[src/rtl/cfl_pkg.sv]
package cfl_pkg;

  localparam int unsigned TF_ADDR_W = 3;

  typedef enum logic [1:0] {
    MODE_MEM = 2'd0,
    MODE_IO  = 2'd1,
    MODE_IDE = 2'd2,
    MODE_OFF = 2'd3
  } bus_mode_e;

  typedef enum logic [1:0] {
    SPC_NONE = 2'd0,
    SPC_ATTR = 2'd1,
    SPC_TASK = 2'd2,
    SPC_CTRL = 2'd3
  } space_e;

  typedef enum logic [1:0] {
    WID_NONE = 2'd0,
    WID_BYTE = 2'd1,
    WID_WORD = 2'd2,
    WID_ODD  = 2'd3
  } width_e;

  // host pins after synchronization
  typedef struct packed {
    logic                 reg_n;
    logic                 ce1_n;
    logic                 ce2_n;
    logic [TF_ADDR_W-1:0] addr;
    logic                 oe_n;
    logic                 we_n;
    logic                 iord_n;
    logic                 iowr_n;
    logic [1:0]           mode;
    logic                 ide8;
  } pins_t;

  localparam int unsigned PINS_W = $bits(pins_t);

  // access description reported with each strobe
  typedef struct packed {
    space_e               space;
    logic [TF_ADDR_W-1:0] idx;
    width_e               width;
    logic                 swap;
  } acc_t;

  typedef struct packed {
    acc_t acc;
    logic lo;
    logic hi;
    logic rd;
    logic wr;
  } decode_t;

endpackage

[src/rtl/cfl_rst_sync.sv]
module cfl_rst_sync #(
  parameter int unsigned STAGES = 2
) (
  input  logic clk,
  input  logic rst_n,
  output logic rst_n_sync
);
  logic [STAGES-1:0] chain_q;

  always_ff @(posedge clk or negedge rst_n) begin
    if (!rst_n) chain_q <= '0;
    else        chain_q <= {chain_q[STAGES-2:0], 1'b1};
  end

  assign rst_n_sync = chain_q[STAGES-1];
endmodule

[src/rtl/cfl_sync.sv]
module cfl_sync #(
  parameter int unsigned       W       = 1,
  parameter int unsigned       STAGES  = 2,
  parameter logic [W-1:0]      RST_VAL = '0
) (
  input  logic         clk,
  input  logic         rst_n,
  input  logic [W-1:0] d,
  output logic [W-1:0] q
);
  logic [W-1:0] stage_q [STAGES];

  for (genvar g = 0; g < STAGES; g++) begin : g_stage
    logic [W-1:0] stage_d;
    if (g == 0) begin : g_first
      assign stage_d = d;
    end else begin : g_next
      assign stage_d = stage_q[g-1];
    end
    always_ff @(posedge clk or negedge rst_n) begin
      if (!rst_n) stage_q[g] <= RST_VAL;
      else        stage_q[g] <= stage_d;
    end
  end

  assign q = stage_q[STAGES-1];
endmodule

[src/rtl/cfl_decode.sv]
module cfl_decode
  import cfl_pkg::*;
#(
  parameter int unsigned CTRL_IDX = 6,
  parameter int unsigned DATA_IDX = 0
) (
  input  pins_t   p,
  output decode_t d
);
  localparam logic [TF_ADDR_W-1:0] CTRL_A = TF_ADDR_W'(CTRL_IDX);
  localparam logic [TF_ADDR_W-1:0] DATA_A = TF_ADDR_W'(DATA_IDX);

  logic hit;
  logic rd_raw;
  logic wr_raw;

  always_comb begin
    hit          = 1'b0;
    rd_raw       = 1'b0;
    wr_raw       = 1'b0;
    d.acc.space  = SPC_NONE;
    d.acc.idx    = p.addr;
    d.acc.width  = WID_NONE;
    d.acc.swap   = 1'b0;
    d.lo         = 1'b0;
    d.hi         = 1'b0;

    unique case (bus_mode_e'(p.mode))
      MODE_IDE: begin
        rd_raw = !p.iord_n;
        wr_raw = !p.iowr_n;
        if (!p.ce1_n && p.ce2_n) begin
          hit         = 1'b1;
          d.acc.space = SPC_TASK;
          d.lo        = 1'b1;
          if (p.addr == DATA_A && !p.ide8) begin
            d.acc.width = WID_WORD;
            d.hi        = 1'b1;
          end else begin
            d.acc.width = WID_BYTE;
          end
        end else if (p.ce1_n && !p.ce2_n && p.addr == CTRL_A) begin
          hit         = 1'b1;
          d.acc.space = SPC_CTRL;
          d.acc.width = WID_BYTE;
          d.lo        = 1'b1;
        end
      end
      MODE_MEM, MODE_IO: begin
        if (!p.reg_n || bus_mode_e'(p.mode) == MODE_MEM) begin
          rd_raw = !p.oe_n;
          wr_raw = !p.we_n;
        end else begin
          rd_raw = !p.iord_n;
          wr_raw = !p.iowr_n;
        end
        unique case ({p.ce2_n, p.ce1_n})
          2'b00: begin
            hit         = 1'b1;
            d.acc.width = WID_WORD;
            d.lo        = 1'b1;
            d.hi        = 1'b1;
          end
          2'b10: begin
            hit         = 1'b1;
            d.acc.width = WID_BYTE;
            d.acc.swap  = p.addr[0];
            d.lo        = 1'b1;
          end
          2'b01: begin
            hit         = 1'b1;
            d.acc.width = WID_ODD;
            d.hi        = 1'b1;
          end
          default: hit = 1'b0;
        endcase
        d.acc.space = hit ? SPC_TASK : SPC_NONE;
        if (!p.reg_n) begin
          // attribute space carries even bytes only
          if (d.acc.width == WID_ODD || d.acc.swap) begin
            hit = 1'b0;
          end
          d.acc.space = hit ? SPC_ATTR : SPC_NONE;
          d.hi        = 1'b0;
        end
      end
      default: hit = 1'b0;
    endcase

    d.rd = hit && rd_raw;
    d.wr = hit && wr_raw;
  end
endmodule

[src/rtl/cfl_lane_decoder.sv]
module cfl_lane_decoder
  import cfl_pkg::*;
#(
  parameter int unsigned SYNC_STAGES = 2,
  parameter int unsigned CTRL_IDX    = 6,
  parameter int unsigned DATA_IDX    = 0
) (
  input  logic                 clk,
  input  logic                 rst_n,
  input  logic [1:0]           mode,
  input  logic                 ide_8bit,
  input  logic                 reg_n,
  input  logic                 ce1_n,
  input  logic                 ce2_n,
  input  logic [TF_ADDR_W-1:0] addr,
  input  logic                 oe_n,
  input  logic                 we_n,
  input  logic                 iord_n,
  input  logic                 iowr_n,
  output logic                 rd_stb,
  output logic                 wr_stb,
  output logic [1:0]           acc_space,
  output logic [TF_ADDR_W-1:0] acc_idx,
  output logic [1:0]           acc_width,
  output logic                 acc_swap,
  output logic                 lo_oe,
  output logic                 hi_oe
);
  localparam pins_t PINS_IDLE = '{
    reg_n: 1'b1, ce1_n: 1'b1, ce2_n: 1'b1, addr: '0,
    oe_n: 1'b1, we_n: 1'b1, iord_n: 1'b1, iowr_n: 1'b1,
    mode: 2'(MODE_OFF), ide8: 1'b0
  };
  localparam acc_t ACC_IDLE = '{space: SPC_NONE, idx: '0, width: WID_NONE, swap: 1'b0};

  logic    rst_n_int;
  pins_t   pins_raw;
  pins_t   pins_s;
  decode_t dec;

  cfl_rst_sync #(.STAGES(SYNC_STAGES)) i_rst_sync (
    .clk        (clk),
    .rst_n      (rst_n),
    .rst_n_sync (rst_n_int)
  );

  assign pins_raw = '{
    reg_n: reg_n, ce1_n: ce1_n, ce2_n: ce2_n, addr: addr,
    oe_n: oe_n, we_n: we_n, iord_n: iord_n, iowr_n: iowr_n,
    mode: mode, ide8: ide_8bit
  };

  cfl_sync #(.W(PINS_W), .STAGES(SYNC_STAGES), .RST_VAL(PINS_IDLE)) i_pin_sync (
    .clk   (clk),
    .rst_n (rst_n_int),
    .d     (pins_raw),
    .q     (pins_s)
  );

  cfl_decode #(.CTRL_IDX(CTRL_IDX), .DATA_IDX(DATA_IDX)) i_decode (
    .p (pins_s),
    .d (dec)
  );

  // state
  logic rd_prev_q, rd_prev_d;
  logic wr_prev_q, wr_prev_d;
  acc_t wr_hold_q, wr_hold_d;
  acc_t acc_q,     acc_d;
  logic rd_stb_q,  rd_stb_d;
  logic wr_stb_q,  wr_stb_d;
  logic lo_q,      lo_d;
  logic hi_q,      hi_d;
  logic rd_evt, wr_evt;
  logic hold_en, acc_en;

  // next state
  always_comb begin
    rd_evt    = dec.rd && !rd_prev_q;
    wr_evt    = !dec.wr && wr_prev_q;
    rd_prev_d = dec.rd;
    wr_prev_d = dec.wr;
    hold_en   = dec.wr;
    wr_hold_d = hold_en ? dec.acc : wr_hold_q;
    acc_en    = rd_evt || wr_evt;
    acc_d     = acc_q;
    if (rd_evt)      acc_d = dec.acc;
    else if (wr_evt) acc_d = wr_hold_q;
    rd_stb_d  = rd_evt;
    wr_stb_d  = wr_evt && !rd_evt;
    lo_d      = dec.rd && dec.lo;
    hi_d      = dec.rd && dec.hi;
  end

  // registers
  always_ff @(posedge clk or negedge rst_n_int) begin
    if (!rst_n_int) begin
      rd_prev_q <= 1'b0;
      wr_prev_q <= 1'b0;
      wr_hold_q <= ACC_IDLE;
      acc_q     <= ACC_IDLE;
      rd_stb_q  <= 1'b0;
      wr_stb_q  <= 1'b0;
      lo_q      <= 1'b0;
      hi_q      <= 1'b0;
    end else begin
      rd_prev_q <= rd_prev_d;
      wr_prev_q <= wr_prev_d;
      if (hold_en) wr_hold_q <= wr_hold_d;
      if (acc_en)  acc_q     <= acc_d;
      rd_stb_q  <= rd_stb_d;
      wr_stb_q  <= wr_stb_d;
      lo_q      <= lo_d;
      hi_q      <= hi_d;
    end
  end

  assign rd_stb    = rd_stb_q;
  assign wr_stb    = wr_stb_q;
  assign acc_space = 2'(acc_q.space);
  assign acc_idx   = acc_q.idx;
  assign acc_width = 2'(acc_q.width);
  assign acc_swap  = acc_q.swap;
  assign lo_oe     = lo_q;
  assign hi_oe     = hi_q;
endmodule

[config.mk]
export PLATFORM = sky130hd
export DESIGN_NAME = cfl_lane_decoder
export DESIGN_NICKNAME = d
export VERILOG_FILES = /design/src/rtl/cfl_pkg.sv /design/src/rtl/cfl_rst_sync.sv /design/src/rtl/cfl_sync.sv /design/src/rtl/cfl_decode.sv /design/src/rtl/cfl_lane_decoder.sv
export SDC_FILE = /design/constraint.sdc
export NUM_CORES = 1
export LEC_CHECK = 0
export BUFFER_PORTS_ARGS = -buffer_cell sky130_fd_sc_hd__buf_4
export CORE_MARGIN = 5
export CORE_UTILIZATION = 40
export DETAILED_ROUTE_END_ITERATION = 8
export SLEW_MARGIN = 20
export SYNTH_ARGS = -nofsm -noshare
export SYNTH_HDL_FRONTEND = slang
export SYNTH_SLANG_ARGS = --single-unit
[constraint.sdc]
create_clock -name clk -period 2.65 [get_ports clk]
set_input_delay 0.1325 -clock clk [delete_from_list [all_inputs] [get_ports clk]]
set_output_delay 0.1325 -clock clk [all_outputs]
set_load 0.01 [all_outputs]
==> flow_metrics.py <==
metrics = {
    "synth": {
        "synth.distinct_cells": 33,
        "syn-instance-count": 126,
        "yosysTopAreaCell": "dfrtp_1",
        "synth_nets": 145,
        "ys_seq_area_share_pct": 63.86,
        "ys.warnings.count": 0,
        "synthTopCellsByArea": "dfrtp_1 (40%), dfstp_2 (24%), mux2_2 (6.2%), mux2_1 (5.1%), ha_1 (2.5%)",
        "syn-cell-area_um2": 1994,
        "ys_ff_latch": 50,
        "synth_top_cell_area_share_pct": 40.15,
        "avgSynthCellArea_um2": 15.83,
    },
    "floorplanning": {
        "die-area_um2": 6498,
        "start_util_pct": 41.67,
        "die_height_um": 80.61,
        "core-area_um2": 4786,
        "ioPinCount": 27,
        "die_x_um": 80.61,
        "row_count": 25,
    },
    "final_layout": {
        "regArea_um2": 1277,
        "final_core_util_pct": 52.52,
        "final_common_cell": "buf_4",
        "fin_nets": 195,
        "areaGrowthSynthToFinish_pct": 26.04,
        "drive_gt1_share_pct": 46.89,
        "fillers": 408,
        "final_cell_mix": "buf_4 (32), dfrtp_1 (31), dfstp_2 (18), dlygate4sd3_1 (14), mux2_2 (11)",
        "antennaDiodeCount": 0,
        "multi_input_area_um2": 664.4,
    },
    "global_route": {
        "grt_max_degree": 49,
        "grt_usage_pct": 11.44,
        "grt_pass1_wl_mm": 5.637,
        "grt-ovfl-total": 0,
        "antenna_found_initial": 0,
        "grt_pass1_vias": 1190,
    },
    "detailed_routing": {
        "vias": 1113,
        "drt-wirelength-per-cell_um": 13.37,
        "wl_mm": 3.263,
        "first_pass_iters": 4,
        "avgViaCountPerCell": 4.561,
        "drtIter0Drc": 53,
        "drc": 0,
        "ant_nets": 0,
    },
    "job": {
        "drv_cap": 0,
    },
    "setup_path": {
        "crit_fanout": 4,
        "crit_required_ns": 2.83,
        "slowest_stage": "dfstp_2",
        "reg2reg_to": "acc_space[0]",
        "end_kind": "flip-flop",
        "timing.rr.start": "i_pin_sync.q[10]",
        "slowest_delay_ns": 0.55,
        "ff2ff_setup_slack_ns": 0.13,
        "worst-setup-path-type": "flip-flop to flip-flop",
        "crit_top_cell": "mux2_1",
        "startpoint_type": "flip-flop",
        "cp.arrival_ns": 2.70,
        "reg2reg_depth": 8,
        "path_cells": "inv_1 > ha_2 > and4b_1 > a221o_4 > o2bb2ai_4 > buf_4 > mux2_1 > mux2_1",
    },
    "sta": {
        "setup-violations-final": 0,
        "rsz0062_at_grt": "false",
        "worst_slew_pin_slew_ns": 0.5716,
        "period_share_pct": 95.08,
        "fin_setup_tns_ns": 0,
        "skew_ns": 0.006815,
        "maxSlewViolCount": 0,
        "fin_hold_ws_ns": 0.1413,
        "min_period_ns": 2.520,
        "hold_violations": 0,
        "slew_headroom_pct": 61.89,
        "setup_ws_ns": 0.1303,
        "fmax_mhz": 396.9,
    },
    "clock_tree": {
        "cts_made_buffers": 5,
        "cts-root-buf": "clkbuf_8",
        "tritoncts": "done",
        "clk_pin_slew_ns": 0.09,
        "cts_max_level": 2,
        "cts_buffer_depth": 2,
        "clkLatencyLatePin_ns": 0.30,
        "cts.sinks": 50,
    },
    "pwr": {
        "finalPower_w": 0.001711,
        "power_density_nw_per_um2": 680.6,
        "ir_drop_mv": 0.3995,
        "leakage_nw": 1.138,
    },
    "placement": {
        "place_worst_setup_slack_ns": 0.06347,
        "io_buffers": 26,
        "dp_hpwl_mm": 2.285,
        "globalplace.congestion": 0.8980,
    },
    "hold_path": {
        "hold_path.class": "input pin to asynchronous set/reset pin",
    },
    "run_status": {
        "status": "complete, no violations",
    },
}
[state kept, by name, indices dropped and copies added (netlist names), 2 cells and up]
name and cells:
acc_idx 3, acc_space 2, acc_width 2, i_pin_sync.g_stage.stage_d 13
i_pin_sync.q 13, i_rst_sync.chain_q 2, wr_hold_q 8
[timing repair]
item	CTS	global route
hold buffers	14	0
hold endpoints to repair	15	0
endpoints found under the setup margin	0	7
buffers inserted	0	3
resized for setup	0	1
[worst max-delay path by stage]
stage	from	to	slack, ns	cells past startpoint
4_1_cts	i_pin_sync.q[10]	acc_width[1]	0.04	7
6_report	i_pin_sync.q[10]	acc_space[0]	0.13	8
3_3_place_gp	i_pin_sync.q[10]	acc_width[1]	0.10	7
2_1_floorplan	i_pin_sync.q[11]	acc_width[1]	0.22	8
5_1_grt	i_pin_sync.q[10]	acc_space[0]	0.04	8
3_5_place_dp	i_pin_sync.q[10]	acc_width[1]	0.06	7
[logic make-up after synthesis]
family                   after synthesis  synth area share (%)
AO/OA/AOI/OAI                         16                 9.034
adder cells (fa/ha/maj)                4                 2.510
buffers and inverters                  9                 2.948
flip-flops                            50                 63.86
multiplexers                          25                 14.30
other                                  1                0.1880
AND/OR/NAND/NOR                       21                 7.152
[power by group]
group	switching [W]	leakage [nW]	internal, W	total [W]
combinational	0.000129	0.506	0.000211	0.000339
sequential	0.0000680	0.586	0.000877	0.000945
clock	0.000239	0.0461	0.000188	0.000427
[final cells by class]
class,instances,area share (%)
flip-flops and latches,50,50.82
repair buffers,46,15.13
clock inverters,2,0.4978
well taps,67,3.335
clock buffers,6,2.887
multi-input cells,67,26.43
inverters,6,0.8960
[per-layer routing]
layer,vias to the layer above,track usage [%],part of all wire (%)
li1,543,-,-
met1,531,14.07,44
met2,34,19.21,49
met3,5,3.139,5.8
met4,0,4.054,0.86
met5,-,0,0
[worst max-delay path, delay by kind of cell, from the launching register on]
kind / cells / cell delay (ns)
flops: 1 / 0.55
buf+inv: 2 / 0.21
mux: 2 / 0.60
fa+ha+maj: 1 / 0.21
simple gates: 1 / 0.24
compound gates: 2 / 0.58
[per-stage QoR]
stage	instances	instance area, um^2
after floorplan	126	1994
after global placement	219	2261
after detailed placement	219	2261
after CTS	241	2486
after global routing	244	2514
final	244	2514
[synth_stat cells]
cell,number
a21oi_1,2
mux2_4,2
nor3_1,4
a221o_4,1
o21ai_0,4
o22ai_1,1
and4b_1,1
ha_1,4
mux2_2,11
conb_1,1
mux2_1,9
nor4_1,1
a211oi_1,3
o2bb2ai_4,1
inv_2,1
nand2_1,4
and3b_2,1
clkbuf_8,1
dfstp_2,18
a2111o_1,1
nor2_8,1
o21bai_4,1
and2b_2,3
dfrtp_1,32
nand4_1,1
a2111oi_2,1
inv_1,5
o32ai_4,1
mux2i_1,3
nand3b_1,1
nor4bb_1,1
nor2_1,3
buf_6,2
Note: power is estimated with default switching activity, not from simulation.
